--- src/rtl/ldr_csr_pkg.sv ---
package ldr_csr_pkg;
  localparam logic [7:0] OFS_TOP_STS  = 8'h00;
  localparam logic [7:0] OFS_TOP_EN   = 8'h04;
  localparam logic [7:0] OFS_POS_EN   = 8'h24;
  localparam logic [7:0] OFS_POS_VAL  = 8'h28;
  localparam logic [7:0] OFS_CTL      = 8'h80;
  localparam logic [7:0] OFS_STS      = 8'h84;
  localparam logic [7:0] OFS_LEN      = 8'h88;
  localparam logic [7:0] OFS_LVI      = 8'h8C;
  localparam logic [7:0] OFS_BASE_LO  = 8'h90;
  localparam logic [7:0] OFS_BASE_HI  = 8'h94;

  localparam int CTL_SRST  = 0;
  localparam int CTL_RUN   = 1;
  localparam int BIT_DONE  = 2;
  localparam int BIT_ERR   = 3;
  localparam int TAG_LSB   = 20;
  localparam int TAG_W     = 4;

  typedef enum logic [0:0] {HS_SRST = 1'b0, HS_RUN = 1'b1} hs_sel_e;
endpackage

--- src/rtl/ldr_hs.sv ---
module ldr_hs #(
  parameter int DLY = 4
) (
  input  logic clk,
  input  logic rst_n,
  input  logic req_i,
  output logic ack_o
);
  localparam int CW = $clog2(DLY + 1);
  localparam logic [CW-1:0] LAST = CW'(DLY - 1);

  logic          ack_q, ack_d;
  logic [CW-1:0] cnt_q, cnt_d;

  always_comb begin
    ack_d = ack_q;
    cnt_d = '0;
    if (req_i != ack_q) begin
      if (cnt_q == LAST) ack_d = req_i;
      else               cnt_d = cnt_q + 1'b1;
    end
  end

  always_ff @(posedge clk or negedge rst_n) begin
    if (!rst_n) begin
      ack_q <= 1'b0;
      cnt_q <= '0;
    end else begin
      ack_q <= ack_d;
      cnt_q <= cnt_d;
    end
  end

  assign ack_o = ack_q;


  ack_follow_chk: assert property (@(posedge clk) disable iff (!rst_n)
    (ack_q != $past(ack_q)) |-> (ack_q == $past(req_i)));

  ack_hold_chk: assert property (@(posedge clk) disable iff (!rst_n)
    (req_i == ack_q) |=> $stable(ack_q));
endmodule

--- src/rtl/ldr_sts.sv ---
module ldr_sts (
  input  logic       clk,
  input  logic       rst_n,
  input  logic       evt_done_i,
  input  logic       evt_err_i,
  input  logic       hold_clr_i,
  input  logic       clr_we_i,
  input  logic [1:0] clr_mask_i,
  input  logic [1:0] ie_i,
  output logic       done_o,
  output logic       err_o,
  output logic       pend_o
);
  logic done_q, done_d, err_q, err_d;

  always_comb begin
    if (hold_clr_i) begin
      done_d = 1'b0;
      err_d  = 1'b0;
    end else begin
      done_d = evt_done_i | (done_q & ~(clr_we_i & clr_mask_i[0]));
      err_d  = evt_err_i  | (err_q  & ~(clr_we_i & clr_mask_i[1]));
    end
  end

  always_ff @(posedge clk or negedge rst_n) begin
    if (!rst_n) begin
      done_q <= 1'b0;
      err_q  <= 1'b0;
    end else begin
      done_q <= done_d;
      err_q  <= err_d;
    end
  end

  assign done_o = done_q;
  assign err_o  = err_q;
  assign pend_o = (done_q & ie_i[0]) | (err_q & ie_i[1]);


  sts_set_chk: assert property (@(posedge clk) disable iff (!rst_n)
    (evt_err_i && !hold_clr_i) |=> err_q);

  sts_clr_chk: assert property (@(posedge clk) disable iff (!rst_n)
    (clr_we_i && clr_mask_i[0] && !evt_done_i) |=> !done_q);

  rst_clr_chk: assert property (@(posedge clk) disable iff (!rst_n)
    hold_clr_i |=> (!done_q && !err_q));

  pend_src_chk: assert property (@(posedge clk) disable iff (!rst_n)
    pend_o |-> (done_q || err_q));
endmodule

--- src/rtl/ldr_stream_csr.sv ---
module ldr_stream_csr
  import ldr_csr_pkg::*;
#(
  parameter int ACK_DLY    = 4,
  parameter int LVI_W      = 8,
  parameter int ALIGN_BITS = 7
) (
  input  logic        clk,
  input  logic        rst_n,
  input  logic        bus_wr_i,
  input  logic [7:0]  bus_addr_i,
  input  logic [31:0] bus_wdata_i,
  output logic [31:0] bus_rdata_o,
  input  logic        eng_done_i,
  input  logic        eng_err_i,
  output logic [63:0] cfg_base_o,
  output logic [31:0] cfg_len_o,
  output logic [LVI_W-1:0] cfg_lvi_o,
  output logic [3:0]  cfg_tag_o,
  output logic        pos_en_o,
  output logic [31:0] pos_o,
  output logic        run_o,
  output logic        srst_o,
  output logic        start_o,
  output logic        irq_o
);
  localparam int BASE_W = 32 - ALIGN_BITS;

  logic [1:0]        hs_req_q, hs_ack;
  logic [1:0]        ie_q;
  logic [TAG_W-1:0]  tag_q;
  logic              top_en_q, pos_en_q, run_seen_q;
  logic [BASE_W-1:0] base_lo_q;
  logic [31:0]       base_hi_q, len_q, pos_q;
  logic [LVI_W-1:0]  lvi_q;
  logic              sts_done, sts_err, pend;

  logic we_ctl, we_sts, we_top, we_pen, we_pos, we_len, we_lvi, we_blo, we_bhi;

  always_comb begin
    we_ctl = bus_wr_i && (bus_addr_i == OFS_CTL);
    we_sts = bus_wr_i && (bus_addr_i == OFS_STS);
    we_top = bus_wr_i && (bus_addr_i == OFS_TOP_EN);
    we_pen = bus_wr_i && (bus_addr_i == OFS_POS_EN);
    we_pos = bus_wr_i && (bus_addr_i == OFS_POS_VAL);
    we_len = bus_wr_i && (bus_addr_i == OFS_LEN);
    we_lvi = bus_wr_i && (bus_addr_i == OFS_LVI);
    we_blo = bus_wr_i && (bus_addr_i == OFS_BASE_LO);
    we_bhi = bus_wr_i && (bus_addr_i == OFS_BASE_HI);
  end

  always_ff @(posedge clk or negedge rst_n) begin
    if (!rst_n) begin
      hs_req_q   <= '0;
      ie_q       <= '0;
      tag_q      <= '0;
      top_en_q   <= 1'b0;
      pos_en_q   <= 1'b0;
      pos_q      <= '0;
      len_q      <= '0;
      lvi_q      <= '0;
      base_lo_q  <= '0;
      base_hi_q  <= '0;
      run_seen_q <= 1'b0;
    end else begin
      run_seen_q <= hs_ack[HS_RUN];
      if (we_ctl) begin
        hs_req_q[HS_SRST] <= bus_wdata_i[CTL_SRST];
        hs_req_q[HS_RUN]  <= bus_wdata_i[CTL_RUN];
        ie_q              <= {bus_wdata_i[BIT_ERR], bus_wdata_i[BIT_DONE]};
        tag_q             <= bus_wdata_i[TAG_LSB +: TAG_W];
      end
      if (we_top) top_en_q  <= bus_wdata_i[0];
      if (we_pen) pos_en_q  <= bus_wdata_i[0];
      if (we_pos) pos_q     <= bus_wdata_i;
      if (we_len) len_q     <= bus_wdata_i;
      if (we_lvi) lvi_q     <= bus_wdata_i[LVI_W-1:0];
      if (we_blo) base_lo_q <= bus_wdata_i[31:ALIGN_BITS];
      if (we_bhi) base_hi_q <= bus_wdata_i;
    end
  end

  for (genvar gi = 0; gi < 2; gi++) begin : g_hs
    ldr_hs #(.DLY(ACK_DLY)) u_hs (
      .clk   (clk),
      .rst_n (rst_n),
      .req_i (hs_req_q[gi]),
      .ack_o (hs_ack[gi])
    );
  end

  ldr_sts u_sts (
    .clk        (clk),
    .rst_n      (rst_n),
    .evt_done_i (eng_done_i),
    .evt_err_i  (eng_err_i),
    .hold_clr_i (hs_ack[HS_SRST]),
    .clr_we_i   (we_sts),
    .clr_mask_i ({bus_wdata_i[BIT_ERR], bus_wdata_i[BIT_DONE]}),
    .ie_i       (ie_q),
    .done_o     (sts_done),
    .err_o      (sts_err),
    .pend_o     (pend)
  );

  always_comb begin
    bus_rdata_o = '0;
    unique case (bus_addr_i)
      OFS_TOP_STS: bus_rdata_o[0] = pend;
      OFS_TOP_EN:  bus_rdata_o[0] = top_en_q;
      OFS_POS_EN:  bus_rdata_o[0] = pos_en_q;
      OFS_POS_VAL: bus_rdata_o    = pos_q;
      OFS_CTL: begin
        bus_rdata_o[CTL_SRST]              = hs_ack[HS_SRST];
        bus_rdata_o[CTL_RUN]               = hs_ack[HS_RUN];
        bus_rdata_o[BIT_DONE]              = ie_q[0];
        bus_rdata_o[BIT_ERR]               = ie_q[1];
        bus_rdata_o[TAG_LSB +: TAG_W]      = tag_q;
      end
      OFS_STS: begin
        bus_rdata_o[BIT_DONE] = sts_done;
        bus_rdata_o[BIT_ERR]  = sts_err;
      end
      OFS_LEN:     bus_rdata_o            = len_q;
      OFS_LVI:     bus_rdata_o[LVI_W-1:0] = lvi_q;
      OFS_BASE_LO: bus_rdata_o[31:ALIGN_BITS] = base_lo_q;
      OFS_BASE_HI: bus_rdata_o            = base_hi_q;
      default:     bus_rdata_o            = '0;
    endcase
  end

  assign cfg_base_o = {base_hi_q, base_lo_q, {ALIGN_BITS{1'b0}}};
  assign cfg_len_o  = len_q;
  assign cfg_lvi_o  = lvi_q;
  assign cfg_tag_o  = tag_q;
  assign pos_en_o   = pos_en_q;
  assign pos_o      = pos_q;
  assign run_o      = hs_ack[HS_RUN];
  assign srst_o     = hs_ack[HS_SRST];
  assign start_o    = hs_ack[HS_RUN] & ~run_seen_q;
  assign irq_o      = pend & top_en_q;


  start_once_chk: assert property (@(posedge clk) disable iff (!rst_n)
    start_o |=> !start_o);
endmodule

--- config.mk ---
export PLATFORM = sky130hd
export DESIGN_NAME = ldr_stream_csr
export DESIGN_NICKNAME = d
export VERILOG_FILES = /design/src/rtl/ldr_csr_pkg.sv /design/src/rtl/ldr_hs.sv /design/src/rtl/ldr_sts.sv /design/src/rtl/ldr_stream_csr.sv
export SDC_FILE = /design/constraint.sdc
export NUM_CORES = 1
export LEC_CHECK = 0
export BUFFER_PORTS_ARGS = -buffer_cell sky130_fd_sc_hd__clkbuf_2
export CAP_MARGIN = 20
export CORE_MARGIN = 4
export CORE_UTILIZATION = 30
export DETAILED_ROUTE_END_ITERATION = 10
export HOLD_SLACK_MARGIN = 0.02
export PLACE_DENSITY_LB_ADDON = 0.15
export SLEW_MARGIN = 20
export SYNTH_ARGS = -nofsm -noshare
export SYNTH_HDL_FRONTEND = slang
export SYNTH_SLANG_ARGS = --single-unit
export TNS_END_PERCENT = 5
--- constraint.sdc ---
create_clock -name clk -period 3 [get_ports clk]
set_input_delay 0.6 -clock clk [delete_from_list [all_inputs] [get_ports clk]]
set_output_delay 0.6 -clock clk [all_outputs]
set_load 0.1 [all_outputs]
# Word-level counts from Yosys, hierarchy flattened
# Cells that the tools add are included.
# word_totals
regBits	150
in_bits	45
output_inout_bits	177
elab_cells	72
# classes
addsub	2
n_eq_ne	13
mux	14
bitwise_logic	14
reduce_logical	12
# op_table
operator	count
8-bit equality test, second input constant	6
12-bit case mux with 4 select lines	1
8-bit case mux with 4 select lines	1
4-bit case mux with 5 select lines	1
8-bit by 6-bit equality test with 1-bit output, second input constant	2
3-bit two-way mux	4
2-bit case mux with 6 select lines	1
3-bit case mux with 4 select lines	1
1-bit case mux with 5 select lines	2
1-bit logical AND	9
1-bit bitwise AND	8
8-bit by 3-bit equality test with 1-bit output, second input constant	1
8-bit logical NOT	1
1-bit case mux with 8 select lines	1
3-bit by 1-bit adder with 3-bit output, second input constant	2
3-bit by 2-bit equality test with 1-bit output, second input constant	2
2-bit AND reduction	2
1-bit NOT	3
1-bit bitwise OR	3
1-bit two-way mux	2
1-bit inequality test	2

# Depth between registers and ports, before layout
# Gate-level depths: netlist of run 1.
# depth
ltp_word	7
ltp_mapped	7
depth_no_buf	4

# By module
# From an unflattened synthesis of run 1, not the netlist that was laid out.
# hier_totals
cells_unflattened	485
area_unflattened_um2	6990.5
# modules_own_cells
mod	n_inst	cells_each	area_each_um2	seq_area_each_um2
ldr_stream_csr	1	454	6566.3	3503.4
ldr_hs	2	11	166.4	100.1
ldr_sts	1	9	91.3	50.0

# Worst setup path after synthesis of run 1
# Ideal clock, no wire load.
# synth_path
kind	input -> output
from	input port bus_addr_i[2]
to	output port bus_rdata_o[10]
t_arrival_ns	3.878
required_time_ns	2.400
path_slack_ns	-1.478
cell_stages	6
n_path_buf	3
cell_sequence	buf_2 nor4_1 clkbuf_1 buf_1 a22oi_1 o21ai_0
# synth_via
elab_chain_cells	2
elab_cells_between_ends	5
cone_classes	4 x eq/ne; 1 x mux
# synth_rtl
item	line	rtl
start: declaration	ldr_stream_csr.sv:11	input logic [7:0] bus_addr_i,
8-bit equality test / 8-bit by 6-bit equality test with 1-bit output (equally long branches)	ldr_stream_csr.sv:108	unique case (bus_addr_i)
12-bit case mux with 4 select lines (*)	ldr_stream_csr.sv:108	
end: declaration	ldr_stream_csr.sv:13	output logic [31:0] bus_rdata_o,
# Mark *: on every way between the ends. The rest lies on a longest branch, timed or not.

# Worst setup path after layout of run 1
# layout_path
from	input port bus_addr_i[6]
to	output port bus_rdata_o[11]
# Same word-level chain as after synthesis.

==> results of run 1 <==
==> path summary, 6_finish.rpt <==
check / from / to / slack [ps] / cells after the start
setup / recovery: bus_addr_i[6] / bus_rdata_o[11] / 170 / 7
setup reg to reg: g_hs[0].u_hs.cnt_q[0] / g_hs[0].u_hs.ack_o / 1820 / 3
min in group clk: eng_done_i / u_sts.done_o / 420 / 3
hold / removal: rst_n / base_lo_q[15] / 170 / 1
hold reg to reg: g_hs[1].u_hs.cnt_q[0] / g_hs[1].u_hs.cnt_q[0] / 460 / 1
max in group asynchronous: rst_n / base_hi_q[17] / 2000 / 2
==> sequential cells by signal, summed over array words and instances (netlist names) <==
| signal | flops |
|---|---|
| pos_en_o | 1 |
| ie_q | 2 |
| u_sts.err_o | 1 |
| run_seen_q | 1 |
| base_lo_q | 25 |
| cfg_tag_o | 4 |
| pos_o | 32 |
| cfg_lvi_o | 8 |
| hs_req_q | 2 |
| top_en_q | 1 |
| base_hi_q | 32 |
| g_hs.u_hs.cnt_q | 6 |
| cfg_len_o | 32 |
| g_hs.u_hs.ack_o | 2 |
| u_sts.done_o | 1 |
==> through the flow <==
| stage | TNS [ps] | setup WS (ps) | total power, mW | instance area [um2] |
|---|---|---|---|---|
| floorplan | -5460 | -327 | 3.04 | 7120 |
| global placement | 0 | 222 | 3.31 | 9150 |
| detailed placement | 0 | 166 | 3.32 | 9150 |
| CTS | 0 | 151 | 5.54 | 9740 |
| global route | 0 | 41.5 | 5.67 | 9740 |
| finish | 0 | 170 | 5.47 | 9740 |
==> report_power, final <==
group,internal [mW],switching [mW],leakage [nW]
combinational,0.198,0.876,2.68
sequential,2.11,0.0848,2.06
clock,1.33,0.868,0.289
==> cell type report <==
| class | instances | share of cell area [%] |
|---|---|---|
| Clock inverter | 12 | 1.55 |
| Multi-Input combinational cell | 305 | 32.0 |
| Inverter | 1 | 0.0385 |
| Tap cell | 313 | 4.02 |
| Clock buffer | 19 | 4.55 |
| Sequential cell | 150 | 38.5 |
| Timing Repair Buffer | 248 | 19.3 |
==> cells by family (layout without fill, tap and decap cells) <==
| family | Yosys count | count (layout) |
|---|---|---|
| XOR/XNOR | 2 | 2 |
| AO/OA/AOI/OAI | 92 | 92 |
| AND/OR/NAND/NOR | 53 | 53 |
| flip-flops | 150 | 150 |
| multiplexers | 149 | 149 |
| buffers and inverters | 37 | 280 |
| other | 1 | 7 |
| adder cells (fa/ha/maj) | 2 | 2 |
==> cells in the final DEF (no fill, tap or decap), types with 2 or more instances in the layout <==
cell / n
a21oi_1: 2
a22o_1: 3
a22oi_1: 55
a32oi_1: 2
and2_1: 2
buf_12: 37
buf_4: 29
bufinv_16: 3
clkbuf_16: 17
clkbuf_2: 181
clkinv_2: 4
clkinvlp_4: 2
conb_1: 7
dfrtp_1: 150
ha_1: 2
inv_6: 2
mux2_1: 21
mux2_2: 61
mux2_4: 60
mux2i_1: 5
mux4_2: 2
nand2_1: 12
nand2_4: 2
nand3_1: 3
nand4_1: 2
nor2_1: 3
nor2b_1: 6
nor3_1: 3
nor3b_1: 2
nor4b_2: 2
nor4b_4: 2
o21ai_1: 3
o21ai_2: 21
o221ai_2: 4
or4b_1: 2
xnor2_1: 2
==> metal layers <==
metal / part of all wire (%) / vias up / GRT usage (%)
li1: - / 2289 / -
met1: 46 / 2631 / 23.8
met2: 48 / 171 / 27.8
met3: 5.6 / 15 / 4.36
met4: 1.1 / 0 / 4.85
met5: 0 / - / 0
==> critical path: cells and delay by family <==
family	cells	cell delay, ps
and+or+nand+nor	2	870
buffers and inverters	3	510
AOI/OAI and AO/OA	2	230
==> reports/results.tsv, run 1 <==
stage	metric	value	unit
cts	Clock Path Buffers	2	
sta	Fmax	0.353	GHz
setup_path	CP required	2400	ps
sta	final worst path period share	94.3	%
logic_synthesis	Post-synth top cells	dfrtp_1, mux2_2, mux2_4	
sta	Worst-Margin Slew	609	ps
placed_design	hpwl dp	16200	um
drt	DRC Markers	0	
die	core box area	22800	um2
logic_synthesis	Synth top area share	53.6	%
finish	diode count	0	
global_routing	first-pass GRT wire length	35300	um
finish	final core occ	42.8	%
setup_path	cell mode on critical path	buf_12	
logic_synthesis	Top FF cell, synth	dfrtp_1	
logic_synthesis	Area contributors post-synth	dfrtp_1, mux2_4, mux2_2	
sta	Max Clock Skew	7.87	ps
logic_synthesis	Post-synth ARST share	100	%
logic_synthesis	multiplexer share of the synthesized area	27.4	%
cts	worst skew pair latency	420	ps
global_routing	gr usage total	17.4	%
finish	Post-Layout Cell Count	1048	
cts	postcts setup bufs	0	
setup_path	CP max FO	20	
placed_design	I/O Buffers	214	
setup_path	slowest stage cell on the critical path	or4b_1	
logic_synthesis	Syn Inst Count	486	
drt	Initial DRC Count	245	
logic_synthesis	Synth Area in Simple Gates	5.47	%
cts	CTS clk-pin slew, worst paths	60	ps
logic_synthesis	most frequent cell after synthesis	dfrtp_1	
placed_design	routability cong.	0.798	
global_routing	largest net degree at the start of global routing	66	
logic_synthesis	largest family of logic cells by synthesized area	multiplexers	
cts	CTS H-Tree Depth	4	
drt	DR pass1 iterations	4	
die	top-level I/O count	222	
power	Lkg Pwr	5.02	nW
die	Starting Density	30.7	%
cts	TritonCTS clock tree	built	
logic_synthesis	syn avg cell area	14.4	um2
global_routing	vias in the first global route	5784	
finish	area of the multi-input gates	3120	um2
min_path	Hold Crit Class	input pin to asynchronous set/reset pin	
sta	max-slew violations	0	
logic_synthesis	Post-synth EDFFs	0	
placed_design	placed insts	1017	
setup_path	Setup Crit Path Kind	input pin to output port	
finish	fill count	2118	
logic_synthesis	Synth warnings	0	
finish	nets	770	
logic_synthesis	biggest area consumer among synthesized cells	dfrtp_1	
cts	clock tree sinks	150	
logic_synthesis	Seq/Total Area, Yosys	53.6	%
setup_path	CP cell instances	clkbuf_2 -> or4b_1 -> nor2_2 -> buf_12 -> a22oi_1 -> o21ai_2 -> buf_12	
drt	Detail Route Antenna Nets	0	
die	row cnt	55	
power	maximum VDD drop	0.000315	V
finish	Area Growth Syn to Fin	39.2	%
global_routing	initial antenna violation count	0	
drt	Via density	4.87	
die	DIE WIDTH	161	um
cts	# hold bufs at CTS	0	
sta	unrepaired setup endpoints after global routing	false	
finish	Register Area	3750	um2
cts	total clock buffers created by CTS	17	
run_status	outcome	finished, final reports clean	
logic_synthesis	adder-cell share of the synthesized area	0.358	%
setup_path	Worst path max stage delay	680	ps
logic_synthesis	post-synth cell types	44	
sta	Fin. Hold Viols	0	
global_routing	total grt overflow	0	
setup_path	Critical Path End Type	output port	
run	max cap viols	0	
drt	WL per Instance	21.1	um
sta	Final setup viols	0	
logic_synthesis	XOR/XNOR share of the synthesized area	0.250	%
sta	relative slew slack	59.4	%
finish	layout cells sized above 1	59.7	%
power	Pwr per Cell Area	561	nW/um2
sta	Final min period	2830	ps
cts	Root Buffer	clkbuf_16	
logic_synthesis	flops & latches, synth	150	
logic_synthesis	Post-Syn Area	7000	um2
die	die height	161	um
setup_path	crit start category	input pin	
sta	Fin Hold WS	168	ps
setup_path	WP data arrival	2230	ps
die	die area	25800	um2
logic_synthesis	post-synthesis compound-gate area fraction	9.05	%
drt	via count	5106	
cts	post_cts resized	0	
drt	routed wire length	22200	um
No activity file was read; power rests on OpenSTA's default activity.
==> inputs of run 2 (changes only) <==
--- a/config.mk
+++ b/config.mk
@@ -5,6 +5,7 @@
 export SDC_FILE = /design/constraint.sdc
 export NUM_CORES = 1
 export LEC_CHECK = 0
+export ABC_AREA = 1
 export BUFFER_PORTS_ARGS = -buffer_cell sky130_fd_sc_hd__clkbuf_2
 export CAP_MARGIN = 20
 export CORE_MARGIN = 4
@@ -12,6 +13,7 @@
 export DETAILED_ROUTE_END_ITERATION = 10
 export HOLD_SLACK_MARGIN = 0.02
 export PLACE_DENSITY_LB_ADDON = 0.15
+export SETUP_SLACK_MARGIN = 0.3
 export SLEW_MARGIN = 20
 export SYNTH_ARGS = -nofsm -noshare
 export SYNTH_HDL_FRONTEND = slang
==> reports/results.tsv, run 2 <==
stage	metric	value	unit	change
run_status	outcome	finished, final reports clean		unchanged
die	DIE WIDTH	162	um	was 161 um
sta	max-slew violations	0		unchanged
placed_design	routability cong.	0.802		was 0.798
global_routing	initial antenna violation count	0		unchanged
sta	Fmax	0.382	GHz	was 0.353 GHz
logic_synthesis	Syn Inst Count	869		was 486
logic_synthesis	Post-Syn Area	7080	um2	was 7000 um2
global_routing	vias in the first global route	6433		was 5784
finish	commonest non-fill, non-tap cell in the layout	nand2_1		was clkbuf_2
drt	Detail Route Antenna Nets	0		unchanged
logic_synthesis	Post-synth top cells	nand2_1, dfrtp_1, o21ai_1		was dfrtp_1, mux2_2, mux2_4
sta	Max Clock Skew	8.67	ps	was 7.87 ps
die	die height	162	um	was 161 um
setup_path	Critical Path End Type	output port		unchanged
drt	DRC Markers	0		unchanged
cts	CTS H-Tree Depth	4		unchanged
drt	Initial DRC Count	347		was 245
cts	worst skew pair latency	420	ps	about the same
logic_synthesis	flops & latches, synth	150		unchanged
setup_path	Setup Crit Path Kind	input pin to output port		unchanged
placed_design	placed insts	1362		was 1017
cts	TritonCTS clock tree	built		unchanged
global_routing	total grt overflow	0		unchanged
sta	unrepaired setup endpoints after global routing	true		was false
logic_synthesis	Area contributors post-synth	dfrtp_1, nand2_1, o21ai_1		was dfrtp_1, mux2_4, mux2_2
min_path	Hold Crit Class	input pin to flop		was input pin to asynchronous set/reset pin
logic_synthesis	post-synth cell types	28		was 44
power	Design Power	5.39	mW	was 5.47 mW
finish	Area Growth Syn to Fin	35.1	%	was 39.2%
finish	Final Cell Area	9560	um2	was 9740 um2
logic_synthesis	biggest area consumer among synthesized cells	dfrtp_1		unchanged
logic_synthesis	Seq/Total Area, Yosys	53.0	%	was 53.6%
logic_synthesis	Post-synth EDFFs	0		unchanged
sta	final worst path period share	87.3	%	was 94.3%
logic_synthesis	Top FF cell, synth	dfrtp_1		unchanged
die	row cnt	55		unchanged
logic_synthesis	Synth warnings	0		unchanged
finish	layout cells sized above 1	27.6	%	was 59.7%
setup_path	CP cell instances	clkbuf_2 -> inv_2 -> nand2_1 -> nor3_4 -> buf_4 -> nand3_1 -> nand2_1 -> nor2_1 -> nand2_1 -> buf_12		was clkbuf_2 -> or4b_1 -> nor2_2 -> buf_12 -> a22oi_1 -> o21ai_2 -> buf_12
placed_design	I/O Buffers	214		unchanged
logic_synthesis	Post-synth ARST share	100	%	unchanged
drt	DR pass1 iterations	5		was 4
placed_design	hpwl dp	16900	um	was 16200 um
finish	diode count	0		unchanged
finish	commonest non-fill, non-tap cells in the layout	nand2_1, clkbuf_2, dfrtp_1		was clkbuf_2, dfrtp_1, mux2_2
sta	relative slew slack	47.9	%	was 59.4%
cts	Clock Path Buffers	2		unchanged
cts	CTS clk-pin slew, worst paths	60	ps	about the same
placed_design	Area after DPL	8960	um2	was 9150 um2
run	max cap viols	0		unchanged
logic_synthesis	most frequent cell after synthesis	nand2_1		was dfrtp_1
setup_path	Worst path max stage delay	420	ps	was 680 ps
finish	Post-Layout Cell Count	1394		was 1048
drt	WL per Instance	17.4	um	was 21.1 um
sta	Fin. Hold Viols	0		unchanged
drt	via count	6546		was 5106
power	Lkg Pwr	5.03	nW	was 5.02 nW
setup_path	FF-to-FF setup slack	1880	ps	was 1820 ps
sta	Final min period	2620	ps	was 2830 ps
power	maximum VDD drop	0.000305	V	was 0.000315 V
sta	Worst-Margin Slew	781	ps	was 609 ps
cts	total clock buffers created by CTS	17		unchanged
setup_path	cell mode on critical path	nand2_1		was buf_12
drt	routed wire length	24300	um	was 22200 um
setup_path	crit start category	input pin		unchanged
drt	Via density	4.70		was 4.87
cts	clock tree sinks	150		unchanged
setup_path	WP data arrival	2020	ps	was 2230 ps
finish	nets	1116		was 770
die	die area	26100	um2	was 25800 um2
setup_path	CP required	2400	ps	about the same
power	Pwr per Cell Area	564	nW/um2	was 561 nW/um2
die	core box area	22900	um2	was 22800 um2
setup_path	CP max FO	31		was 20
logic_synthesis	syn avg cell area	8.14	um2	was 14.4 um2
cts	Root Buffer	clkbuf_16		unchanged
global_routing	first-pass GRT wire length	38000	um	was 35300 um
cts	postcts setup bufs	0		unchanged
setup_path	slowest stage cell on the critical path	buf_4		was or4b_1
global_routing	largest net degree at the start of global routing	74		was 66
die	Starting Density	30.9	%	was 30.7%
logic_synthesis	Synth top area share	53.0	%	was 53.6%
sta	Final setup viols	0		unchanged
global_routing	gr usage total	18.6	%	was 17.4%
sta	setup TNS	0	ps	unchanged
die	top-level I/O count	222		unchanged
-- run 2: final timing paths --
check,startpoint,end,cells past startpoint
max,bus_addr_i[4],bus_rdata_o[22],10
min in group asynchronous,rst_n,pos_o[2],2
max reg2reg,g_hs[0].u_hs.cnt_q[0],g_hs[0].u_hs.ack_o,3
max in group asynchronous,rst_n,base_lo_q[7],3
min reg2reg,g_hs[1].u_hs.cnt_q[0],g_hs[1].u_hs.cnt_q[0],1
min,bus_wdata_i[1],pos_o[1],3
-- run 2: repair_timing --
| action | in CTS | in global routing |
|---|---|---|
| resized for setup | 0 | 6 |
| hold buffers | 1 | 0 |
| endpoints found under the setup margin | 0 | 20 |
| hold endpoints to repair | 11 | 0 |
-- run 2: where the power goes --
| part | switching (mW) | leakage [nW] | total (mW) | internal, mW |
|---|---|---|---|---|
| sequential | 0.0891 | 2.04 | 2.21 | 2.12 |
| clock | 0.869 | 0.271 | 2.11 | 1.24 |
| combinational | 0.933 | 2.72 | 1.08 | 0.144 |
| total | 1.89 | 5.03 | 5.39 | 3.50 |
-- run 2: routing by layer --
| metal | share of wire (%) | track usage, % |
|---|---|---|
| met3 | 6.1 | 3.73 |
| met2 | 46 | 29.5 |
| met4 | 1.6 | 5.51 |
| met5 | 0 | 0 |
| met1 | 46 | 25.8 |
-- run 2: cell type report --
cell class	instances	area [um2]
Fill cell	2352	13400
Sequential cell	150	3750
Multi-Input combinational cell	600	2810
Timing Repair Buffer	232	1780
Clock buffer	19	443
Tap cell	313	392
Inverter	68	255
Clock inverter	12	131
-- run 2: cells by family (layout without fill, tap and decap cells) --
kind of cell | count (synthesis) | count (layout) | share of synthesized area (%)
mux | 1 | 1 | 0.159
other cells | 1 | 7 | 0.0530
flops | 150 | 150 | 53.0
simple gates | 443 | 443 | 27.4
xor+xnor | 2 | 2 | 0.248
buf+inv | 125 | 331 | 8.01
compound gates | 145 | 145 | 10.7
fa+ha+maj | 2 | 2 | 0.354
-- run 2: through the flow --
| stage | utilization [%] | hold WS, ps | setup WS, ps |
|---|---|---|---|
| floorplan | - | 304 | 188 |
| global placement | 39.1 | 431 | 371 |
| detailed placement | 39.1 | 431 | 341 |
| CTS | 41.6 | 394 | 330 |
| global route | 41.7 | 408 | 289 |
| finish | 41.7 | 414 | 382 |
-- run 2: worst max-delay path, delay by kind of cell --
kind | cells | cell delay, ps
buf+inv | 4 | 780
simple gates | 6 | 640
==> inputs of run 3 (changes only) <==
--- a/config.mk
+++ b/config.mk
@@ -9,7 +9,7 @@
 export BUFFER_PORTS_ARGS = -buffer_cell sky130_fd_sc_hd__clkbuf_2
 export CAP_MARGIN = 20
 export CORE_MARGIN = 4
-export CORE_UTILIZATION = 30
+export CORE_UTILIZATION = 50
 export DETAILED_ROUTE_END_ITERATION = 10
 export HOLD_SLACK_MARGIN = 0.02
 export PLACE_DENSITY_LB_ADDON = 0.15
==> reports/results.tsv, run 3 (synthesis results as in run 2) <==
stage	metric	value	unit	change
run_status	outcome	finished, final reports clean		unchanged
power	Lkg Pwr	5.09	nW	was 5.03 nW
die	row cnt	43		was 55
min_path	Hold Crit Class	input pin to asynchronous set/reset pin		was input pin to flop
finish	commonest non-fill, non-tap cells in the layout	nand2_1, clkbuf_2, dfrtp_1		unchanged
placed_design	I/O Buffers	214		unchanged
cts	total clock buffers created by CTS	17		unchanged
die	die area	16100	um2	was 26100 um2
drt	Via density	5.36		was 4.70
drt	WL per Instance	17.1	um	was 17.4 um
sta	unrepaired setup endpoints after global routing	true		unchanged
setup_path	cell mode on critical path	buf_12		was nand2_1
cts	worst skew pair latency	420	ps	about the same
setup_path	CP max FO	30		was 31
setup_path	WP data arrival	2030	ps	was 2020 ps
setup_path	crit start category	input pin		unchanged
die	top-level I/O count	222		unchanged
drt	routed wire length	21600	um	was 24300 um
setup_path	Worst R2R End	g_hs[0].u_hs.ack_o		unchanged
run	max cap viols	0		unchanged
cts	Clock Path Buffers	2		unchanged
cts	# hold bufs at CTS	0		was 1
setup_path	worst r2r src	g_hs[0].u_hs.cnt_q[0]		unchanged
cts	CTS H-Tree Depth	4		unchanged
global_routing	initial antenna violation count	0		unchanged
sta	Max Clock Skew	5.98	ps	was 8.67 ps
sta	relative slew slack	49.6	%	was 47.9%
power	maximum VDD drop	0.000371	V	was 0.000305 V
finish	layout cells sized above 1	27.9	%	was 27.6%
sta	Worst-Margin Slew	755	ps	was 781 ps
finish	commonest non-fill, non-tap cell in the layout	nand2_1		unchanged
setup_path	Worst path max stage delay	260	ps	was 420 ps
drt	DR pass1 iterations	5		unchanged
sta	setup TNS	0	ps	unchanged
placed_design	routability cong.	0.875		was 0.802
setup_path	FF-to-FF setup slack	1880	ps	about the same
global_routing	vias in the first global route	6432		was 6433
drt	DRC Markers	0		unchanged
setup_path	slowest stage cell on the critical path	nor3_4		was buf_4
drt	via count	6790		was 6546
finish	diode count	0		unchanged
sta	Fin. Hold Viols	0		unchanged
die	core box area	13900	um2	was 22900 um2
power	Pwr per Cell Area	571	nW/um2	was 564 nW/um2
cts	Root Buffer	clkbuf_16		unchanged
placed_design	hpwl dp	15000	um	was 16900 um
finish	nets	1122		was 1116
drt	Initial DRC Count	561		was 347
cts	clock tree sinks	150		unchanged
sta	Fmax	0.380	GHz	was 0.382 GHz
power	Design Power	5.41	mW	was 5.39 mW
sta	max-slew violations	0		unchanged
sta	PnR worst setup slack	366	ps	was 382 ps
sta	Final setup viols	0		unchanged
placed_design	Placement Setup Slack	197	ps	was 341 ps
die	die height	127	um	was 162 um
setup_path	CP required	2400	ps	about the same
die	DIE WIDTH	127	um	was 162 um
placed_design	placed insts	1234		was 1362
global_routing	largest net degree at the start of global routing	80		was 74
drt	Detail Route Antenna Nets	0		unchanged
setup_path	Critical Path End Type	output port		unchanged
global_routing	first-pass GRT wire length	34400	um	was 38000 um
cts	TritonCTS clock tree	built		unchanged
sta	Final min period	2630	ps	was 2620 ps
sta	final worst path period share	87.8	%	was 87.3%
finish	Post-Layout Cell Count	1267		was 1394
global_routing	total grt overflow	0		unchanged
setup_path	CP cell instances	clkbuf_2 -> inv_2 -> nand2_2 -> nor3_4 -> buf_6 -> buf_12 -> nand3_1 -> nand4_1 -> buf_12		was clkbuf_2 -> inv_2 -> nand2_1 -> nor3_4 -> buf_4 -> nand3_1 -> nand2_1 -> nor2_1 -> nand2_1 -> buf_12
cts	CTS clk-pin slew, worst paths	60	ps	about the same
global_routing	gr usage total	26.8	%	was 18.6%
setup_path	Reg2Reg Depth	3		unchanged
setup_path	Setup Crit Path Kind	input pin to output port		unchanged
finish	fill count	1127		was 2352
die	Starting Density	51.0	%	was 30.9%
finish	Area Growth Syn to Fin	33.8	%	was 35.1%
[run 3: cell count changes in the layout (fill, tap and decap cells not counted), sizes merged]
| cell | previous run | this run |
|---|---|---|
| clkinv | 6 | 5 |
| clkinvlp | 4 | 1 |
| buf | 50 | 57 |
| dlygate4sd3 | 1 | 0 |
| clkbuf | 200 | 204 |
[run 3: worst max-delay path by stage]
| stage | slack, ps | start | endpoint | depth (start not counted) |
|---|---|---|---|---|
| 3_3_place_gp | 240 | bus_addr_i[4] | bus_rdata_o[20] | 9 |
| 4_1_cts | 200 | bus_addr_i[6] | bus_rdata_o[7] | 10 |
| 6_report | 370 | bus_addr_i[6] | bus_rdata_o[17] | 9 |
| 3_5_place_dp | 200 | bus_addr_i[4] | bus_rdata_o[20] | 9 |
| 2_1_floorplan | 190 | bus_addr_i[1] | bus_rdata_o[11] | 6 |
| 5_1_grt | 270 | bus_addr_i[6] | bus_rdata_o[29] | 9 |
[run 3: report_power, final]
part	switching (mW)	leakage, nW	internal (mW)
clock network	0.805	0.295	1.33
logic	0.933	2.76	0.147
registers	0.0826	2.04	2.12
[run 3: layout make-up]
cell class	instances	area, um2	share of cell area [%]
Clock inverter	8	96.3	1.02
Clock buffer	23	498	5.26
Inverter	68	255	2.70
Tap cell	180	225	2.38
Multi-Input combinational cell	600	2800	29.5
Timing Repair Buffer	238	1850	19.5
Sequential cell	150	3750	39.6
[run 3: timing repair]
item,CTS,global route
gates resized for setup,0,3
pin swaps,1,0
setup buffers,2,0
setup endpoints to repair,21,21
gates cloned,0,0
[run 3: stage by stage]
| stage | utilization (%) | hold slack, ps | cell area [um2] |
|---|---|---|---|
| after global placement | 63.6 | 429 | 8820 |
| final | 68.2 | 195 | 9470 |
| after floorplan | - | 304 | 7100 |
| after CTS | 68.1 | 232 | 9460 |
| after detailed placement | 63.6 | 440 | 8820 |
| after global routing | 68.2 | 261 | 9470 |
[run 3: worst max-delay path, delay by kind of cell]
| kind | cells | cell delay [ps] |
|---|---|---|
| buffers and inverters | 5 | 810 |
| and+or+nand+nor | 4 | 610 |
[run 3: routing by layer]
layer  track usage [%]  routed length, um  up-vias
met5                 0                  0        -
met4              9.15                418        0
met2              41.4              10200      286
met3              5.35               1600       36
met1              38.2               9430     3258
li1                  -                  -     3210
